==> src/rtl/pllprog_pkg.sv <==
package pllprog_pkg;

  typedef enum logic [2:0] {
    S_IDLE,
    S_SEL,
    S_SHC,
    S_HOLD,
    S_SETTLE,
    S_UPD,
    S_FIN
  } seq_state_e;

  localparam logic [1:0] CLKSEL_GEN = 2'd1;
  localparam int         SHC_BIT    = 18;
  localparam int         UPD_BIT    = 17;
  localparam logic [31:0] GEN_WORD  = 32'h0000_0040;

  // Latched and pre-encoded operands
  typedef struct packed {
    logic [5:0] cfg_rng;
    logic [6:0] hs_rng;
    logic [9:0] m_code;
    logic [3:0] n_code;
    logic [5:0] vco;
    logic [5:0] prop;
  } pll_op_t;

  // Config-clock range: (MHz - 17) * 4, truncated to the 6-bit field
  function automatic logic [5:0] cfg_range(input logic [7:0] mhz);
    return 6'((mhz - 8'd17) * 8'd4);
  endfunction

endpackage

==> src/rtl/pllprog_timer.sv <==
module pllprog_timer #(
  parameter int CW = 6
) (
  input  logic          clk,
  input  logic          rst_n,
  input  logic          restart,
  output logic [CW-1:0] count
);
  localparam logic [CW-1:0] CMAX = '1;

  always_ff @(posedge clk or negedge rst_n) begin
    if (!rst_n)          count <= '0;
    else if (restart)    count <= '0;
    else if (count != CMAX) count <= count + 1'b1;
  end
endmodule

==> src/rtl/pllprog_fsm.sv <==
module pllprog_fsm
  import pllprog_pkg::*;
#(
  parameter int SEL_CYC    = 4,
  parameter int SHC_CYC    = 2,
  parameter int SETTLE_CYC = 20,
  parameter int UPD_CYC    = 8,
  parameter int CW         = 6
) (
  input  logic          clk,
  input  logic          rst_n,
  input  logic          start,
  input  logic          pwr_off,
  input  logic [CW-1:0] count,
  output logic          restart,
  output logic          cap,
  output logic          ld_sel,
  output logic          ld_shc,
  output logic          ld_gen,
  output logic          ld_prog,
  output logic          set_upd,
  output logic          clr_upd,
  output logic          ld_zero,
  output logic          busy,
  output logic          done
);
  localparam logic [CW-1:0] SEL_LAST    = CW'(SEL_CYC - 1);
  localparam logic [CW-1:0] SHC_LAST    = CW'(SHC_CYC - 1);
  localparam logic [CW-1:0] SETTLE_LAST = CW'(SETTLE_CYC - 1);
  localparam logic [CW-1:0] UPD_LAST    = CW'(UPD_CYC - 1);

  seq_state_e st, nxt;
  logic       fin;

  always_comb begin
    nxt     = st;
    restart = 1'b0;
    cap     = 1'b0;
    ld_sel  = 1'b0;
    ld_shc  = 1'b0;
    ld_gen  = 1'b0;
    ld_prog = 1'b0;
    set_upd = 1'b0;
    clr_upd = 1'b0;
    ld_zero = 1'b0;
    fin     = 1'b0;
    if (pwr_off) begin
      nxt     = S_IDLE;
      ld_zero = 1'b1;
    end else begin
      unique case (st)
        S_IDLE: if (start) begin
          nxt = S_SEL; cap = 1'b1; ld_sel = 1'b1; restart = 1'b1;
        end
        S_SEL: if (count == SEL_LAST) begin
          nxt = S_SHC; ld_shc = 1'b1; restart = 1'b1;
        end
        S_SHC: if (count == SHC_LAST) begin
          nxt = S_HOLD; ld_gen = 1'b1;
        end
        S_HOLD: begin
          nxt = S_SETTLE; ld_prog = 1'b1; restart = 1'b1;
        end
        S_SETTLE: if (count == SETTLE_LAST) begin
          nxt = S_UPD; set_upd = 1'b1; restart = 1'b1;
        end
        S_UPD: if (count == UPD_LAST) begin
          nxt = S_FIN; clr_upd = 1'b1;
        end
        S_FIN: begin
          nxt = S_IDLE; fin = 1'b1;
        end
        default: nxt = S_IDLE;
      endcase
    end
  end

  always_ff @(posedge clk or negedge rst_n) begin
    if (!rst_n) begin
      st   <= S_IDLE;
      done <= 1'b0;
    end else begin
      st   <= nxt;
      done <= fin;
    end
  end

  assign busy = (st != S_IDLE);
endmodule

==> src/rtl/pllprog_image.sv <==
module pllprog_image
  import pllprog_pkg::*;
#(
  parameter logic [1:0] GMP_VAL     = 2'd1,
  parameter logic [6:0] CPBIAS_VAL  = 7'h10,
  parameter logic       SHADOW_FLAG = 1'b0
) (
  input  logic        clk,
  input  logic        rst_n,
  input  pll_op_t     op_in,
  input  logic        cap,
  input  logic        ld_sel,
  input  logic        ld_shc,
  input  logic        ld_gen,
  input  logic        ld_prog,
  input  logic        set_upd,
  input  logic        clr_upd,
  input  logic        ld_zero,
  output logic [31:0] ctrl,
  output logic [31:0] divr,
  output logic [31:0] aux,
  output logic        ref_en
);
  pll_op_t     snap;
  logic [31:0] prog_ctrl, prog_div, prog_aux;

  // [19] external clock, [18] shadow clear, [17] update stay low here
  assign prog_ctrl = {12'd0, 1'b0, 1'b0, 1'b0, 2'b00,
                      snap.hs_rng, CLKSEL_GEN, snap.cfg_rng};
  // Integral control field is written as zero
  assign prog_div  = {6'd0, snap.prop, snap.vco, snap.n_code, snap.m_code};
  assign prog_aux  = {22'd0, SHADOW_FLAG, CPBIAS_VAL, GMP_VAL};

  always_ff @(posedge clk or negedge rst_n) begin
    if (!rst_n) begin
      snap   <= '0;
      ctrl   <= '0;
      divr   <= '0;
      aux    <= '0;
      ref_en <= 1'b0;
    end else if (ld_zero) begin
      ctrl   <= '0;
      divr   <= '0;
      aux    <= '0;
      ref_en <= 1'b0;
    end else begin
      if (cap) snap <= op_in;
      if (ld_sel) begin
        ctrl   <= GEN_WORD;
        ref_en <= 1'b0;
      end
      if (ld_shc) ctrl <= GEN_WORD | (32'd1 << SHC_BIT);
      if (ld_gen) ctrl <= GEN_WORD;
      if (ld_prog) begin
        ctrl   <= prog_ctrl;
        divr   <= prog_div;
        aux    <= prog_aux;
        ref_en <= 1'b1;
      end
      if (set_upd) ctrl[UPD_BIT] <= 1'b1;
      if (clr_upd) ctrl[UPD_BIT] <= 1'b0;
    end
  end
endmodule

==> src/rtl/pllprog_seq.sv <==
module pllprog_seq
  import pllprog_pkg::*;
#(
  parameter int SEL_CYC    = 4,
  parameter int SHC_CYC    = 2,
  parameter int SETTLE_REF = 10,
  parameter int UPD_REF    = 4,
  parameter int REF_RATIO  = 2
) (
  input  logic        clk,
  input  logic        rst_n,
  input  logic        start_i,
  input  logic        pwr_off_i,
  input  logic [7:0]  cfgclk_mhz_i,
  input  logic [6:0]  hs_range_i,
  input  logic [9:0]  mult_i,
  input  logic [4:0]  div_i,
  input  logic [5:0]  vco_i,
  input  logic [5:0]  prop_i,
  output logic [31:0] ctrl_o,
  output logic [31:0] divr_o,
  output logic [31:0] aux_o,
  output logic        ref_en_o,
  output logic        busy_o,
  output logic        done_o
);
  localparam int SETTLE_CYC = SETTLE_REF * REF_RATIO;
  localparam int UPD_CYC    = UPD_REF * REF_RATIO;
  localparam int MAX_A      = (SEL_CYC > SHC_CYC) ? SEL_CYC : SHC_CYC;
  localparam int MAX_B      = (SETTLE_CYC > UPD_CYC) ? SETTLE_CYC : UPD_CYC;
  localparam int MAX_CYC    = (MAX_A > MAX_B) ? MAX_A : MAX_B;
  localparam int CW         = $clog2(MAX_CYC) + 1;

  pll_op_t       op_enc;
  logic [CW-1:0] count;
  logic restart, cap, ld_sel, ld_shc, ld_gen, ld_prog;
  logic set_upd, clr_upd, ld_zero;

  // Encode operands into field codes before latching
  always_comb begin
    op_enc.cfg_rng = cfg_range(cfgclk_mhz_i);
    op_enc.hs_rng  = hs_range_i;
    op_enc.m_code  = mult_i - 10'd2;
    op_enc.n_code  = 4'(div_i - 5'd1);
    op_enc.vco     = vco_i;
    op_enc.prop    = prop_i;
  end

  pllprog_timer #(.CW(CW)) u_timer (
    .clk     (clk),
    .rst_n   (rst_n),
    .restart (restart),
    .count   (count)
  );

  pllprog_fsm #(
    .SEL_CYC    (SEL_CYC),
    .SHC_CYC    (SHC_CYC),
    .SETTLE_CYC (SETTLE_CYC),
    .UPD_CYC    (UPD_CYC),
    .CW         (CW)
  ) u_fsm (
    .clk     (clk),
    .rst_n   (rst_n),
    .start   (start_i),
    .pwr_off (pwr_off_i),
    .count   (count),
    .restart (restart),
    .cap     (cap),
    .ld_sel  (ld_sel),
    .ld_shc  (ld_shc),
    .ld_gen  (ld_gen),
    .ld_prog (ld_prog),
    .set_upd (set_upd),
    .clr_upd (clr_upd),
    .ld_zero (ld_zero),
    .busy    (busy_o),
    .done    (done_o)
  );

  pllprog_image u_image (
    .clk     (clk),
    .rst_n   (rst_n),
    .op_in   (op_enc),
    .cap     (cap),
    .ld_sel  (ld_sel),
    .ld_shc  (ld_shc),
    .ld_gen  (ld_gen),
    .ld_prog (ld_prog),
    .set_upd (set_upd),
    .clr_upd (clr_upd),
    .ld_zero (ld_zero),
    .ctrl    (ctrl_o),
    .divr    (divr_o),
    .aux     (aux_o),
    .ref_en  (ref_en_o)
  );
endmodule

==> config.mk <==
export PLATFORM = sky130hd
export DESIGN_NAME = pllprog_seq
export DESIGN_NICKNAME = d
export VERILOG_FILES = /design/src/rtl/pllprog_pkg.sv /design/src/rtl/pllprog_timer.sv /design/src/rtl/pllprog_fsm.sv /design/src/rtl/pllprog_image.sv /design/src/rtl/pllprog_seq.sv
export SDC_FILE = /design/constraint.sdc
export NUM_CORES = 1
export LEC_CHECK = 0
export ABC_AREA = 1
export BUFFER_PORTS_ARGS = -buffer_cell sky130_fd_sc_hd__buf_2
export CORE_ASPECT_RATIO = 1.4
export CORE_UTILIZATION = 50
export CTS_BUF_LIST = sky130_fd_sc_hd__clkbuf_8 sky130_fd_sc_hd__clkbuf_16
export DETAILED_ROUTE_END_ITERATION = 16
export PLACE_DENSITY = 0.87
export SETUP_SLACK_MARGIN = 0.4
export SLEW_MARGIN = 10
export SYNTH_ARGS = -nofsm -noshare
export SYNTH_HDL_FRONTEND = slang
export SYNTH_SLANG_ARGS = --single-unit
==> constraint.sdc <==
create_clock -name clk -period 1.7 [get_ports clk]
set_input_delay 0.17 -clock clk [delete_from_list [all_inputs] [get_ports clk]]
set_output_delay 0.17 -clock clk [all_outputs]
set_load 0.02 [all_outputs]
### Word level (Yosys, flattened, before mapping)

Cells that the tools add are included.

* register bits: 144
* bits in latches: 0
* bits in writable memories: 0
* ROM bits: 0
* input bits: 46
* output and inout bits: 99
* word-level logic and storage cells: 89
* memories kept: 0

* add/subtract/negate cells: 4
* multiply operators: 0
* div/mod/pow operators: 0
* $lt $le $gt $ge: 0
* eq/ne operators: 16
* shifts and indexed selects: 0
* mux-type cells: 45
* bitwise logic cells: 1
* reduce and logical (&&, ||, !) cells: 9

Operators by type and width (count)
* $mux 32: 9
* $mux 1: 26
* $mux 3: 6
* $pmux 3 s6: 1
* $mux 6: 2
* $ne 3x2->1 const B: 4
* $sub 10x2->10 const B: 1
* $eq 3x3->1 const B: 3
* $sub 4x1->4 const B: 2
* $reduce_bool 7->1: 1
* $add 6x1->6 const B: 1
* $eq 3x2->1 const B: 2
* $eq 6x1->1 const B: 1
* $eq 6x2->1 const B: 1
* $eq 6x3->1 const B: 1
* $eq 6x5->1 const B: 1
* $ne 6x6->1 const B: 1
* $reduce_bool 3->1: 2
* $reduce_and 5->1: 1
* $reduce_bool 5->1: 1
* $pmux 1 s4: 1
* $reduce_bool 2->1: 2
* $eq 3x1->1 const B: 1
* $logic_not 3->1: 1
* 3 further kinds: 3

### Longest topological paths before layout

* depth after elaboration: 10
* gate-level depth with buffers: 12
* mapped depth without buffers: 10

### Hierarchy

From an unflattened synthesis, not the netlist that was laid out.

* cells, all modules: 563
* area total of the unflattened synthesis: 4792.1 µm²

By module, submodules not included
* pllprog_image: instances 1, cells each 393, area an instance 3714.8 µm², sequential area each 2077.0 µm²
* pllprog_fsm: instances 1, cells each 72, area an instance 436.7 µm², sequential area each 100.1 µm²
* pllprog_timer: instances 1, cells each 44, area an instance 352.8 µm², sequential area each 150.1 µm²
* pllprog_seq: instances 1, cells each 54, area an instance 287.8 µm², sequential area each 0.0 µm²

### Worst setup path after synthesis

OpenSTA, ideal clock, no wires.

* path type: register to register
* start: register u_timer.count[0]
* end: register u_timer.count[1]
* library setup time: 0.129 ns
* arrival time: 1.300 ns
* data required time: 1.571 ns
* setup slack: 0.270 ns
* cell stages (with the launch flop): 9
* path through: dfrtp_1 -> ha_1 -> nand2_1 -> nor2_1 -> inv_1 -> nor2_1 -> nor2_1 -> a21oi_1 -> a21oi_1

* word-level cells in the longest chain between the ends: 5

RTL lines
* start: declaration: RTL line pllprog_timer.sv:7 `output logic [CW-1:0] count`
* start signal: assignment: RTL line pllprog_timer.sv:14 `else if (count != CMAX) count <= count + 1'b1;`
* $eq 6x5->1 / $eq 6x2->1 (equally long branches): RTL line pllprog_fsm.sv:64, pllprog_fsm.sv:55
* $mux 1 (on tied branches): RTL line pllprog_fsm.sv:64, pllprog_fsm.sv:55
* $pmux 1 s4: RTL line pllprog_fsm.sv:51 `unique case (st)`
* $mux 1: RTL line pllprog_fsm.sv:47 `if (pwr_off) begin`
* $mux 6 / $reduce_bool 2->1 (equally long branches)

Parallel ways exist; a longest one is shown, timed or not. The select of a mux whose other input is x is not followed.
A chain may end at the register's enable or synchronous reset.

### Worst setup path after layout

* start: register u_fsm.st[1]
* end: register u_image.snap, in the netlist u_image.prog_div[14]

* word-level cells in the longest chain between the ends: 4

RTL lines
* start: declaration: RTL line pllprog_fsm.sv:32 `seq_state_e st, nxt;`
* start signal: assignment: RTL line pllprog_fsm.sv:83 `st <= nxt;`
* $logic_not 3->1: RTL line pllprog_fsm.sv:51
* $mux 1: RTL line pllprog_fsm.sv:51
* $mux 1: RTL line pllprog_fsm.sv:47
* $reduce_and 2->1 (no line)
* end signal: assignment: RTL line pllprog_image.sv:47 `if (cap) snap <= op_in;`
* end: declaration: RTL line pllprog_image.sv:24 `pll_op_t snap;`

No other way between the ends.

==> results.yml <==
floorplan:
  core_area_mm2: 0.00856
  rows: 40
  dieArea_mm2: 0.00920
  io_pins: 145
  dieWidth_um: 81.3
  start_util_pct: 51.5
  die-height_um: 113
drt:
  drc: 0
  drt-met1-wl_mm: 4.37
  dr_total_vias: 3755
  vias_per_cell: 5.19
  dr_wl_met3_um: 605
  route.met2.wl_mm: 6.33
  drt-initial-drc-count: 300
  ant_nets: 0
  dr.pass1.iters: 5
  dr.max_layer_used: "met4"
  drt-total-wl_mm: 11.8
  wl_per_cell_um: 16.3
global_routing:
  grt_antenna_before_repair: 0
  grt_overflow: 0
  grt_usage_pct: 23.8
  grt_pass1_vias: 3491
  grt_max_degree: 90
  grt_pass1_wl_mm: 16.5
synth:
  async_flop_share_pct: 100
  syn_area_per_cell_um2: 8.92
  synth_cell_types: 36
  synthesis.area_mm2: 0.00441
  synthFlopType: "dfrtp_1"
  synth.yosys.seq_area_share_pct: 50.5
  synth_seq_cells: 89
  syn_inst: 494
  synth-edff-count: 0
  yosysWarnings: 0
sta:
  fin_skew_ns: 0.00707
  slew_violations: 0
  final-hold-violation-count: 0
  max_freq_mhz: 664
  period_minus_slack_ns: 1.51
  setup_viol: 0
  rsz0062_at_grt: "true"
  setup_tns_ns: 0
  fin_crit_sh_pct: 88.6
placement:
  io_buffers: 85
  place_congestion: 0.904
  place_area_mm2: 0.00472
  dp.cells: 670
  dpl.hpwl_mm: 6.11
power_and_ir_drop:
  p_per_area_mw_per_mm2: 1430
  power_frac_seq_pct: 36.2
  totalPowerFinal_w: 0.00857
  clock_power_share_pct: 24.4
  p_int_w: 0.00542
  p_sw_share_pct: 36.8
  max-vdd-ir-drop_mv: 1.07
  comb_power_share_pct: 39.4
  p_sw_w: 0.00315
  p_leak_nw: 3.20
clocking:
  cts_tree: "built"
  cts_buffer_depth: 2
  ctsHtreeMaxLevel: 3
  cts.sinks: 89
  path_clk_slew_ns: 0.07
  clockRootBuffer: "clkbuf_16"
  cts_buffers: 9
  worstSkewPairLatency_ns: 0.35
worst_setup_path:
  critPathRequiredTime_ns: 1.98
  setup.worst_path.start: "u_fsm.st[1]"
  r2r_slack_ns: 0.19
  crit_type: "reg -> reg"
  cp.arrival_ns: 1.78
  cp_max_fo: 8
  cp-end-kind: "flip-flop"
  reg2reg_depth: 8
  r2r_end: "u_image.prog_div[14]"
  r2r_start: "u_fsm.st[1]"
  worstSetupEndpoint: "u_image.prog_div[14]"
  critPathLaunchType: "flip-flop"
final_layout:
  fin_area_mm2: 0.00598
  diodes: 0
  nNetsFinal: 664
  area_delta_synth_final_pct: 35.7
  final_cells: 723
  drive_gt1_share_pct: 40.8
status:
  status: "finished clean"
run:
  drv_cap: 0
min_path:
  hp-class: "in -> reg"
[cell families (layout without fill, tap and decap cells)]
group	after synthesis	in the layout	share of synthesized area, %
XOR/XNOR	8	8	1.59
adder cells (fa/ha/maj)	5	5	1.42
other	1	54	0.0851
AO/OA/AOI/OAI	71	71	8.60
flip-flops	89	89	50.5
buffers and inverters	121	192	16.6
AND/OR/NAND/NOR	199	199	21.1
[worst max-delay path, stage by stage (launching register included)]
cell and delay, ns:
dfrtp_2 0.47, nor2_4 0.14, nand3_4 0.11, nor2_4 0.13, buf_12 0.18, buf_12 0.15
clkbuf_16 0.15, nand2_2 0.04, o21ai_1 0.06
[timing repair]
action / in CTS / in global routing
endpoints found under the hold margin: 89 / 0
pin swaps: 24 / 20
hold buffers: 1 / 0
cloned: 4 / 7
setup buffers: 18 / 7
setup endpoints to repair: 88 / 88
resized for setup: 51 / 105
[power groups by stage]
stage | Sequential [W] | Clock, W | Combinational, W
2_1_floorplan | 0.00306 | 0 | 0.00154
3_3_place_gp | 0.00306 | 0 | 0.00180
3_5_place_dp | 0.00309 | 0 | 0.00191
4_1_cts | 0.00303 | 0.00211 | 0.00254
5_1_grt | 0.00316 | 0.00220 | 0.00365
6_report | 0.00310 | 0.00209 | 0.00337
[registers in the layout, summed over array words and instances (netlist names)]
signal	cells
u_image.prog_ctrl	11
u_image.ctrl	14
u_image.divr	26
u_fsm.done	1
u_fsm.st	3
u_image.aux	1
u_image.prog_div	26
u_image.ref_en	1
u_timer.count	6
[cell usage in the layout (no fill, tap or decap), types with 2 or more instances in the layout]
cell       Yosys  final
buf_2          7     84
conb_1         1     54
a22o_1         3      3
bufinv_16      0      2
dfrtp_1       89     84
clkinv_2       0      2
xor2_1         5      5
nand4_1        6      6
nor2_1        17     12
o21ai_2        0     19
nor3_4         0      2
inv_2          6      3
ha_1           5      3
buf_6          5      6
clkbuf_16      0     13
a21oi_2        0      3
buf_16         0      3
buf_4         57     15
a21oi_1       12      9
nand2_1      129     97
nor2_4         4      9
o21ai_0       36     13
nand2_4        2     18
inv_6          0      3
nor2_2         3      3
inv_8          0      4
nor3_1         5      3
nand2_2        3     18
inv_1         41     41
buf_12         0      7
xnor2_1        3      3
inv_4          1      2
o21ai_1       14     17
nand3_2       11     18
nand3_1       17      9
dfrtp_2        0      5
buf_8          1      4
[per-layer routing]
metal / up-vias / global-route usage (%)
met4: 0 / 11.4
met1: 1812 / 27.9
met3: 38 / 5.24
met5: - / 0
met2: 186 / 40.3
li1: 1719 / -
[cell type report]
class / instances / area [um^2]
Clock inverter: 7 / 86.3
Tap cell: 105 / 131
Multi-Input combinational cell: 337 / 2040
Clock buffer: 9 / 225
Fill cell: 581 / 2580
Timing Repair Buffer: 124 / 993
Timing Repair inverter: 3 / 33.8
Inverter: 49 / 238
Sequential cell: 89 / 2230
[per-stage QoR]
step | util [%] | setup slack [ns] | hold WS (ns)
floorplan | - | 0.364 | -0.126
global placement | 55.1 | 0.219 | 0.236
detailed placement | 55.1 | 0.151 | 0.251
CTS | 64.0 | 0.213 | 0.0101
global route | 69.9 | 0.146 | 0.0157
finish | 69.9 | 0.195 | 0.0224
[synthesized netlist by cell type (4+ instances only)]
master   number  area, um^2
a21oi_1      12        60.1
buf_2         7        35.0
buf_4        57         428
buf_6         5        56.3
dfrtp_1      89        2230
ha_1          5        62.6
inv_1        41         154
inv_2         6        22.5
nand2_1     129         484
nand3_1      17        85.1
nand3_2      11         110
nand4_1       6        37.5
nor2_1       17        63.8
nor2_4        4        45.0
nor3_1        5        25.0
o21ai_0      36         180
o21ai_1      14        70.1
xor2_1        5        43.8
[worst min path at each step]
stage | startpoint | cells after the start | to
3_5_place_dp | rst_n | 2 | u_image.divr[18]
3_3_place_gp | rst_n | 2 | u_image.aux[0]
2_1_floorplan | rst_n | 0 | u_fsm.done
4_1_cts | hs_range_i[5] | 3 | u_image.prog_ctrl[13]
6_report | hs_range_i[5] | 3 | u_image.prog_ctrl[13]
5_1_grt | hs_range_i[5] | 3 | u_image.prog_ctrl[13]
No activity file was read; power rests on OpenSTA's default activity.
